===== config.mk =====
export PLATFORM = sky130hd
export DESIGN_NAME = sro_ctrl
export DESIGN_NICKNAME = d
export VERILOG_FILES = /design/src/rtl/sro_pkg.sv /design/src/rtl/sro_regs.sv /design/src/rtl/sro_timer.sv /design/src/rtl/sro_shifter.sv /design/src/rtl/sro_ctrl.sv
export SDC_FILE = /design/constraint.sdc
export NUM_CORES = 1
export LEC_CHECK = 0
export BUFFER_PORTS_ARGS = -buffer_cell sky130_fd_sc_hd__buf_2
export CAP_MARGIN = 15
export CORE_MARGIN = 5
export CORE_UTILIZATION = 40
export DETAILED_ROUTE_END_ITERATION = 6
export GPL_TIMING_DRIVEN = 0
export SLEW_MARGIN = 40
export SYNTH_ARGS = -nofsm -noshare
export SYNTH_HDL_FRONTEND = slang
export SYNTH_SLANG_ARGS = --single-unit

===== constraint.sdc =====
create_clock -name clk -period 3.3 [get_ports clk]
set_input_delay 0.66 -clock clk [delete_from_list [all_inputs] [get_ports clk]]
set_output_delay 0.66 -clock clk [all_outputs]
set_load 0.005 [all_outputs]

===== src/rtl/sro_pkg.sv =====
`timescale 1ns/1ps
package sro_pkg;
  localparam int OFS_CTRL = 'h00;
  localparam int OFS_CFG  = 'h04;
  localparam int OFS_DATA = 'h08;
  localparam int B_UPD    = 31;
  localparam int HW_BITS  = 8;

  typedef enum logic [1:0] {SH_IDLE, SH_SHIFT, SH_STORE} sh_state_e;

  typedef struct packed {
    logic [2:0] phy2_own;
    logic [2:0] phy1_own;
    logic [1:0] dsl_own;
    logic       edge_fall;
  } own_cfg_t;
endpackage


===== src/rtl/sro_regs.sv =====
`timescale 1ns/1ps
module sro_regs import sro_pkg::*; #(
  parameter int GRP_N  = 3,
  parameter int GRP_W  = 8,
  parameter int ADDR_W = 5
) (
  input  logic                   clk,
  input  logic                   rst_n,
  input  logic                   wr,
  input  logic [ADDR_W-1:0]      addr,
  input  logic [31:0]            wdata,
  output logic [31:0]            rdata,
  input  logic                   busy,
  output own_cfg_t               own,
  output logic [GRP_N-1:0]       grp_en,
  output logic [1:0]             tsrc,
  output logic [1:0]             trate,
  output logic [GRP_N*GRP_W-1:0] data_q,
  output logic                   sw_req
);
  localparam int DW = GRP_N * GRP_W;

  logic hit_ctrl, hit_cfg, hit_data;
  assign hit_ctrl = (addr == ADDR_W'(OFS_CTRL));
  assign hit_cfg  = (addr == ADDR_W'(OFS_CFG));
  assign hit_data = (addr == ADDR_W'(OFS_DATA));
  assign sw_req   = wr && hit_ctrl && wdata[B_UPD];

  always_ff @(posedge clk) begin
    if (!rst_n) begin
      own    <= '0;
      grp_en <= '0;
      tsrc   <= '0;
      trate  <= '0;
      data_q <= '0;
    end else if (wr) begin
      if (hit_ctrl)
        own <= '{phy2_own: wdata[17:15], phy1_own: wdata[29:27],
                 dsl_own: wdata[25:24], edge_fall: wdata[26]};
      if (hit_cfg) begin
        tsrc   <= wdata[31:30];
        trate  <= wdata[24:23];
        grp_en <= wdata[GRP_N-1:0];
      end
      if (hit_data) data_q <= wdata[DW-1:0];
    end
  end

  always_comb begin
    rdata = '0;
    if (hit_ctrl) begin
      rdata[29:27] = own.phy1_own;
      rdata[26]    = own.edge_fall;
      rdata[25:24] = own.dsl_own;
      rdata[17:15] = own.phy2_own;
      rdata[0]     = busy;
    end else if (hit_cfg) begin
      rdata[31:30]      = tsrc;
      rdata[24:23]      = trate;
      rdata[GRP_N-1:0]  = grp_en;
    end else if (hit_data) begin
      rdata[DW-1:0] = data_q;
    end
  end
endmodule


===== src/rtl/sro_timer.sv =====
`timescale 1ns/1ps
module sro_timer #(
  parameter int BASE_DIV = 400
) (
  input  logic       clk,
  input  logic       rst_n,
  input  logic [1:0] src,
  input  logic [1:0] rate,
  output logic       tick
);
  localparam int LIM0 = BASE_DIV / 2;
  localparam int LIM1 = BASE_DIV / 4;
  localparam int LIM2 = BASE_DIV / 8;
  localparam int LIM3 = BASE_DIV / 10;
  localparam int CW   = $clog2(LIM0 + 1);

  logic [CW-1:0] cnt_q, lim;
  logic          run;

  assign run = (src == 2'b10);

  always_comb begin
    case (rate)
      2'd0:    lim = CW'(LIM0);
      2'd1:    lim = CW'(LIM1);
      2'd2:    lim = CW'(LIM2);
      default: lim = CW'(LIM3);
    endcase
  end

  assign tick = run && (cnt_q >= lim - CW'(1));

  always_ff @(posedge clk) begin
    if (!rst_n || !run || tick) cnt_q <= '0;
    else                        cnt_q <= cnt_q + CW'(1);
  end
endmodule


===== src/rtl/sro_shifter.sv =====
`timescale 1ns/1ps
module sro_shifter import sro_pkg::*; #(
  parameter int GRP_N = 3,
  parameter int GRP_W = 8
) (
  input  logic                   clk,
  input  logic                   rst_n,
  input  logic                   req,
  input  logic [GRP_N*GRP_W-1:0] word,
  input  logic [GRP_N-1:0]       grp_en,
  input  logic                   edge_sel,
  output logic                   busy,
  output logic                   sck,
  output logic                   sdo,
  output logic                   stb
);
  localparam int DW = GRP_N * GRP_W;
  localparam int IW = $clog2(DW + 1);

  sh_state_e     st_q;
  logic [DW-1:0] word_q;
  logic [IW-1:0] idx_q, nbits;
  logic [1:0]    ph_q;
  logic          edge_q, pend_q, go;

  always_comb begin
    nbits = '0;
    for (int g = 0; g < GRP_N; g++)
      if (grp_en[g]) nbits = IW'((g + 1) * GRP_W);
  end

  assign go = req | pend_q;

  always_ff @(posedge clk) begin
    if (!rst_n) begin
      st_q   <= SH_IDLE;
      word_q <= '0;
      idx_q  <= '0;
      ph_q   <= '0;
      edge_q <= 1'b0;
      pend_q <= 1'b0;
    end else begin
      case (st_q)
        SH_IDLE: begin
          pend_q <= 1'b0;
          if (go && nbits != '0) begin
            st_q   <= SH_SHIFT;
            word_q <= word;
            idx_q  <= nbits - IW'(1);
            ph_q   <= '0;
            edge_q <= edge_sel;
          end
        end
        SH_SHIFT: begin
          if (req) pend_q <= 1'b1;
          ph_q <= ph_q + 2'd1;
          if (ph_q == 2'd3) begin
            if (idx_q == '0) st_q  <= SH_STORE;
            else             idx_q <= idx_q - IW'(1);
          end
        end
        default: begin
          if (req) pend_q <= 1'b1;
          st_q <= SH_IDLE;
        end
      endcase
    end
  end

  assign busy = (st_q != SH_IDLE);
  assign stb  = (st_q == SH_STORE);
  assign sck  = (st_q == SH_SHIFT) ? (ph_q[1] ^ edge_q) : edge_sel;
  assign sdo  = (st_q == SH_SHIFT) && word_q[idx_q];
endmodule


===== src/rtl/sro_ctrl.sv =====
`timescale 1ns/1ps
module sro_ctrl import sro_pkg::*; #(
  parameter int GRP_N    = 3,
  parameter int GRP_W    = 8,
  parameter int ADDR_W   = 5,
  parameter int BASE_DIV = 400
) (
  input  logic              clk,
  input  logic              rst_n,
  input  logic              bus_wr,
  input  logic [ADDR_W-1:0] bus_addr,
  input  logic [31:0]       bus_wdata,
  output logic [31:0]       bus_rdata,
  input  logic [1:0]        dsl_in,
  input  logic [2:0]        phy1_in,
  input  logic [2:0]        phy2_in,
  output logic              ser_clk,
  output logic              ser_data,
  output logic              ser_store
);
  localparam int DW = GRP_N * GRP_W;

  own_cfg_t             own;
  logic [GRP_N-1:0]     grp_en;
  logic [1:0]           tsrc, trate;
  logic [DW-1:0]        data_q, word;
  logic                 sw_req, tick, busy, edge_sel;
  logic [HW_BITS-1:0]   own_m, hw_v;

  sro_regs #(.GRP_N(GRP_N), .GRP_W(GRP_W), .ADDR_W(ADDR_W)) u_regs (
    .clk(clk), .rst_n(rst_n), .wr(bus_wr), .addr(bus_addr), .wdata(bus_wdata),
    .rdata(bus_rdata), .busy(busy), .own(own), .grp_en(grp_en), .tsrc(tsrc),
    .trate(trate), .data_q(data_q), .sw_req(sw_req)
  );

  sro_timer #(.BASE_DIV(BASE_DIV)) u_timer (
    .clk(clk), .rst_n(rst_n), .src(tsrc), .rate(trate), .tick(tick)
  );

  assign own_m    = {own.phy2_own, own.phy1_own, own.dsl_own};
  assign hw_v     = {phy2_in, phy1_in, dsl_in};
  assign edge_sel = own.edge_fall;

  for (genvar b = 0; b < DW; b++) begin : g_mrg
    if (b < HW_BITS) begin : g_hw
      assign word[b] = own_m[b] ? hw_v[b] : data_q[b];
    end else begin : g_sw
      assign word[b] = data_q[b];
    end
  end

  sro_shifter #(.GRP_N(GRP_N), .GRP_W(GRP_W)) u_shift (
    .clk(clk), .rst_n(rst_n), .req(sw_req | tick), .word(word), .grp_en(grp_en),
    .edge_sel(edge_sel), .busy(busy), .sck(ser_clk), .sdo(ser_data), .stb(ser_store)
  );
endmodule


==> results.json, run 1 <==
{
  "area_growth_pct": 18.3,
  "portBuffers": 80,
  "timing.final.crit_period_ns": 3.12,
  "fmax_ghz": 0.320,
  "power.density_nw_per_um2": 372,
  "synth_top_area_cell": "dfxtp_1",
  "cts_tree": "yes",
  "dr.pass1.iters": 5,
  "hold_class": "reg2reg",
  "wl_um": 11500,
  "cp.required_ns": 2.64,
  "drc": 0,
  "clk_latency_ns": 0.36,
  "dpl_cell_area_um2": 4760,
  "yosys.area.top_type_share": 0.397,
  "holdWs_ns": 0.470,
  "leakagePower_nw": 2.20,
  "syn_inst": 469,
  "layout_setup_ws_ns": 0.180,
  "grt_pass1_wl_um": 18800,
  "synth_seq_cells": 83,
  "finalClockSkew_ns": 0.0144,
  "worstMarginPinSlew_ns": 0.761,
  "holdPathStages": 2,
  "synth_nets": 532,
  "yosys-top-cells-area": "dfxtp_1 (40%), nand2_1 (8.8%), a21boi_0 (5.9%), mux2i_1 (5.3%), ha_1 (4.5%)",
  "diodes": 0,
  "gp_congestion": 0.815,
  "place_ws_ns": 0.215,
  "dieArea_um2": 12600,
  "syn_area_um2": 4190,
  "layout_common_cells": "nand2_1 (98), buf_2 (84), dfxtp_1 (83)",
  "ys_types": 42,
  "fin_tns_setup_ns": 0,
  "final_util": 0.482,
  "gr-total-overflow": 0,
  "cts_root_buf": "clkbuf_8",
  "crit_arrival_ns": 2.46,
  "status": "finished clean",
  "top_level_ports": 83,
  "finalSetupViolCount": 0,
  "path_clk_slew_ns": 0.09,
  "cts_resized": 0,
  "num_rows": 37,
  "path_max_fanout": 10,
  "layout_commonest_cell": "nand2_1",
  "yosys_warnings": 0,
  "synth_edf_count": 0,
  "routedWlPerCell_um": 16.4,
  "finalCritPeriodShare": 0.946,
  "drtIter0Drc": 173,
  "dieHeight_um": 112,
  "ctsHoldBuffers": 0,
  "antenna_found_initial": 0,
  "grtUsageTotal": 0.186,
  "vias": 3643,
  "drive_above_1_share": 0.216,
  "synth_top_flop_cell": "dfxtp_1",
  "fill_cells": 1019,
  "cp-start-kind": "input port",
  "clock_path_buffers": 2,
  "post-cts-setup-buffer-count": 0,
  "irDropWorstVdd_mv": 0.236,
  "htreeDepth": 3,
  "place_hpwl_um": 8560,
  "cp-end-kind": "output port",
  "cts_num_sinks": 83,
  "max-slew-margin-rel": 0.488,
  "start_util": 0.408,
  "synth-seq-area-share": 0.397,
  "final_area_um2": 4950,
  "grt_max_degree": 14,
  "finalHoldViolations": 0,
  "report.final.slew_viol_count": 0,
  "grt_pass1_vias": 3655,
  "ys_async_sr_fraction": 0,
  "fp.dieW_um": 112,
  "core_area_um2": 10300,
  "ant_nets": 0,
  "synth_area_per_cell_um2": 8.93,
  "viasPerCell": 5.20,
  "reg2regPathDepth": 10,
  "rsz0062_at_grt": "false",
  "path_class": "in2out",
  "drv_cap": 0,
  "nNetsFinal": 623,
  "cts_made_buffers": 9
}
## registers in the layout, summed over array words and instances (netlist names), 3 cells and up
register,cells
u_regs.own,9
u_regs.data_q,24
u_timer.cnt_q,8
u_regs.grp_en,3
u_shift.word_q,24
u_shift.idx_q,5
## per-layer routing
| metal | part of all wire | track usage | vias up |
|---|---|---|---|
| li1 | - | - | 1806 |
| met1 | 0.47 | 0.249 | 1722 |
| met2 | 0.45 | 0.292 | 97 |
| met3 | 0.055 | 0.0447 | 18 |
| met4 | 0.025 | 0.0713 | 0 |
| met5 | 0 | 0 | - |
## synth_stat cells, types with 2 or more instances
| cell type | count |
|---|---|
| a21boi_0 | 33 |
| a21boi_1 | 14 |
| a21oi_1 | 8 |
| a22o_1 | 7 |
| and2_1 | 8 |
| and3_1 | 22 |
| buf_2 | 4 |
| buf_4 | 3 |
| buf_6 | 4 |
| clkbuf_1 | 21 |
| dfxtp_1 | 83 |
| ha_1 | 15 |
| inv_1 | 7 |
| mux2i_1 | 22 |
| mux4_2 | 7 |
| nand2_1 | 98 |
| nand3_1 | 15 |
| nor2_1 | 19 |
| nor2b_1 | 15 |
| o2111ai_1 | 2 |
| o211a_1 | 11 |
| o21a_1 | 4 |
| o21ai_0 | 22 |
| xnor2_1 | 2 |
| xor2_1 | 6 |
## power by group
part / internal (mW) / leakage (nW) / switching, mW
registers: 1.00 / 0.669 / 0.00348
logic: 0.0405 / 1.43 / 0.0500
clock network: 0.364 / 0.106 / 0.381
total: 1.41 / 2.20 / 0.434
## stage by stage
stage / power (mW) / instances
2_1_floorplan: 1.07 / 469
3_3_place_gp: 1.12 / 685
3_5_place_dp: 1.12 / 685
4_1_cts: 1.86 / 701
5_1_grt: 1.90 / 701
6_report: 1.84 / 701
## final timing paths
check             slack, ns               from                  to
hold / removal         0.47  u_regs.data_q[15]  u_shift.word_q[15]
hold reg to reg        0.47  u_regs.data_q[15]  u_shift.word_q[15]
setup reg to reg       0.59    u_regs.trate[0]   u_shift.word_q[0]
setup / recovery       0.18        bus_addr[1]        bus_rdata[2]
## final cells by class
cell class	count	area [um2]	share of cell area
buffer	32	166	0.0336
clock buffer	10	138	0.0278
multi-input combinational	347	2340	0.472
tap	136	170	0.0343
clock inverter	6	55.1	0.0111
sequential	83	1660	0.335
timing repair buffer	80	400	0.0808
inverter	7	26.3	0.00530
## cell families after synthesis
group,synth area share
AOI/OAI and AO/OA,0.197
xor gates and xnor gates,0.0167
adders and majority gates,0.0448
buffers and inverters,0.0460
DFF,0.397
muxes,0.0902
other,0.000895
and+or+nand+nor,0.207
## critical path: stages
cell and delay, ns:
buf_2 0.12, nor4_1 0.68, and2_1 0.24, clkbuf_1 0.40, a22o_1 0.23, buf_2 0.13
No activity file was read; power rests on OpenSTA's default activity.
==> run 2: changes to the inputs <==
--- a/config.mk
+++ b/config.mk
@@ -14,4 +14,5 @@
 export SLEW_MARGIN = 40
 export SYNTH_ARGS = -nofsm -noshare
 export SYNTH_HDL_FRONTEND = slang
+export SYNTH_HIERARCHICAL = 1
 export SYNTH_SLANG_ARGS = --single-unit
==> results.json, run 2 <==
{
  "grt_pass1_wl_um": 18200,
  "fp.dieW_um": 113,
  "yosys.area.top_type_share": 0.388,
  "fmax_ghz": 0.336,
  "ant_nets": 0,
  "gr-total-overflow": 0,
  "gp_congestion": 0.851,
  "num_rows": 37,
  "layout_setup_ws_ns": 0.320,
  "largest_registers": "u_regs/data_q: 24 flops, u_shift/word_q: 24 flops, u_regs/own: 9 flops",
  "synth_area_per_cell_um2": 8.93,
  "path_max_fanout": 10,
  "cp.required_ns": 3.59,
  "power_frac_seq": 0.546,
  "crit_arrival_ns": 3.27,
  "report.final.slew_viol_count": 0,
  "timing.final.crit_period_ns": 2.98,
  "portBuffers": 82,
  "power.internal_mw": 1.41,
  "dr.pass1.iters": 5,
  "layout_common_cells": "nand2_1 (132), buf_2 (91), dfxtp_1 (83)",
  "grt_max_degree": 14,
  "finalHoldViolations": 0,
  "synth_seq_cells": 83,
  "cp-end-kind": "flop",
  "synth_top_flop_cell": "dfxtp_1",
  "viasPerCell": 5.11,
  "power.density_nw_per_um2": 365,
  "pwr-share-comb": 0.054,
  "final_util": 0.488,
  "yosys-top-cells-area": "dfxtp_1 (39%), nand2_1 (12%), mux2i_1 (9.8%), ha_1 (4.4%), a21oi_1 (4.0%)",
  "clock_path_buffers": 2,
  "final_area_um2": 5060,
  "stdcell_count": 713,
  "routedWlPerCell_um": 15.5,
  "cts_tree": "yes",
  "max-slew-margin-rel": 0.548,
  "dp_cells": 697,
  "start_util": 0.413,
  "layout_commonest_cell": "nand2_1",
  "synth_commonest_cells": "nand2_1 (132), dfxtp_1 (83), mux2i_1 (42)",
  "slowest_stage": "dfxtp_1",
  "finalCritPeriodShare": 0.903,
  "vias": 3645,
  "sw_frac_of_total": 0.234,
  "diodes": 0,
  "cp_slowest_stage_delay_ns": 0.44,
  "irDropWorstVdd_mv": 0.163,
  "dpl_cell_area_um2": 4860,
  "cts_made_buffers": 9,
  "core_area_um2": 10400,
  "grtUsageTotal": 0.177,
  "wl_um": 11000,
  "syn_area_um2": 4280,
  "htreeDepth": 3,
  "path_clk_slew_ns": 0.08,
  "clk_latency_ns": 0.36,
  "drive_above_1_share": 0.236,
  "top_level_ports": 83,
  "leakagePower_nw": 2.09,
  "hold_class": "reg2reg",
  "place_ws_ns": 0.165,
  "crit_path_cell_trace": "inv_1 > ha_1 > o21bai_1 > ha_1 > nand2_1 > o21ai_1 > a21oi_1 > nor3b_1 > or2_2 > o32ai_2 > or2_2 > buf_2 > buf_2 > nand3_1 > a21oi_1",
  "place_hpwl_um": 8530,
  "grt_pass1_vias": 3621,
  "synth-seq-area-share": 0.388,
  "switchingPower_mw": 0.432,
  "drtIter0Drc": 195,
  "cts_num_sinks": 83,
  "ys_async_sr_fraction": 0,
  "synth_edf_count": 0,
  "synth_nets": 542,
  "holdWs_ns": 0.454,
  "status": "finished clean",
  "rsz0062_at_grt": "false",
  "synth_top_area_cell": "dfxtp_1",
  "synthMostInstantiatedCell": "nand2_1",
  "cts_root_buf": "clkbuf_8",
  "drv_cap": 0,
  "finalClockSkew_ns": 0.00683,
  "ys_types": 59,
  "cp-start-kind": "flop",
  "dieHeight_um": 113,
  "dieArea_um2": 12900,
  "finalSetupViolCount": 0,
  "syn_inst": 479,
  "drc": 0,
  "yosys_warnings": 6,
  "nNetsFinal": 635,
  "antenna_found_initial": 0,
  "area_growth_pct": 18.3,
  "worstMarginPinSlew_ns": 0.678,
  "fin_tns_setup_ns": 0,
  "power_frac_clock": 0.400,
  "power_mw": 1.85,
  "path_class": "reg2reg",
  "fill_cells": 1052
}
## run 2: final cells by class
cell class                 instances  area [um2]  share of cell area
clock buffer                      12         145              0.0287
timing repair buffer              82         410              0.0811
multi-input combinational        361        2440               0.482
sequential                        83        1660               0.328
tap                              136         170              0.0336
buffer                            27         153              0.0302
inverter                           8        30.0             0.00593
clock inverter                     4        50.0             0.00989
## run 2: cell families after synthesis
| group | after synthesis | share of synthesized area |
|---|---|---|
| buffers and inverters | 35 | 0.0427 |
| adders and majority gates | 15 | 0.0439 |
| and+or+nand+nor | 215 | 0.242 |
| DFF | 83 | 0.388 |
| muxes | 57 | 0.164 |
| xor gates and xnor gates | 7 | 0.0143 |
| other | 1 | 0.000876 |
| AOI/OAI and AO/OA | 66 | 0.104 |
## run 2: worst paths after layout
path                                          from  slack [ns]                  to  cells past startpoint
worst max-delay path               u_regs/trate[1]        0.32     u_shift/ph_q[1]                     15
worst min-delay path            u_shift/word_q[18]        0.45  u_shift/word_q[18]                      2
worst min register to register  u_shift/word_q[18]        0.45  u_shift/word_q[18]                      2
worst max register to register     u_regs/trate[1]        0.32     u_shift/ph_q[1]                     15
## run 2: repair_timing
item,in CTS,in global routing
setup buffers,0,0
gates resized for setup,0,1
endpoints found under the setup margin,0,1
hold buffers,0,0
## run 2: power by group through the flow
stage               Combinational (mW)  Clock (mW)  Sequential (mW)
floorplan                       0.0506           0             1.03
global placement                0.0994           0             1.03
detailed placement               0.101           0             1.03
CTS                              0.101       0.752             1.01
global route                     0.111       0.805             1.01
finish                           0.100       0.738             1.01
## run 2: metal layers
| layer | track usage | share of wire | vias to the layer above |
|---|---|---|---|
| met2 | 0.287 | 0.47 | 104 |
| met1 | 0.235 | 0.46 | 1710 |
| li1 | - | - | 1819 |
| met5 | 0 | 0 | - |
| met3 | 0.0382 | 0.053 | 12 |
| met4 | 0.0625 | 0.014 | 0 |
## run 2: critical path: cells and delay by family (launching register included)
kind / cells / cell delay, ns
flip-flops: 1 / 0.44
buffers and inverters: 3 / 0.51
AO/OA/AOI/OAI: 5 / 0.75
adder cells (fa/ha/maj): 2 / 0.45
AND/OR/NAND/NOR: 5 / 0.74
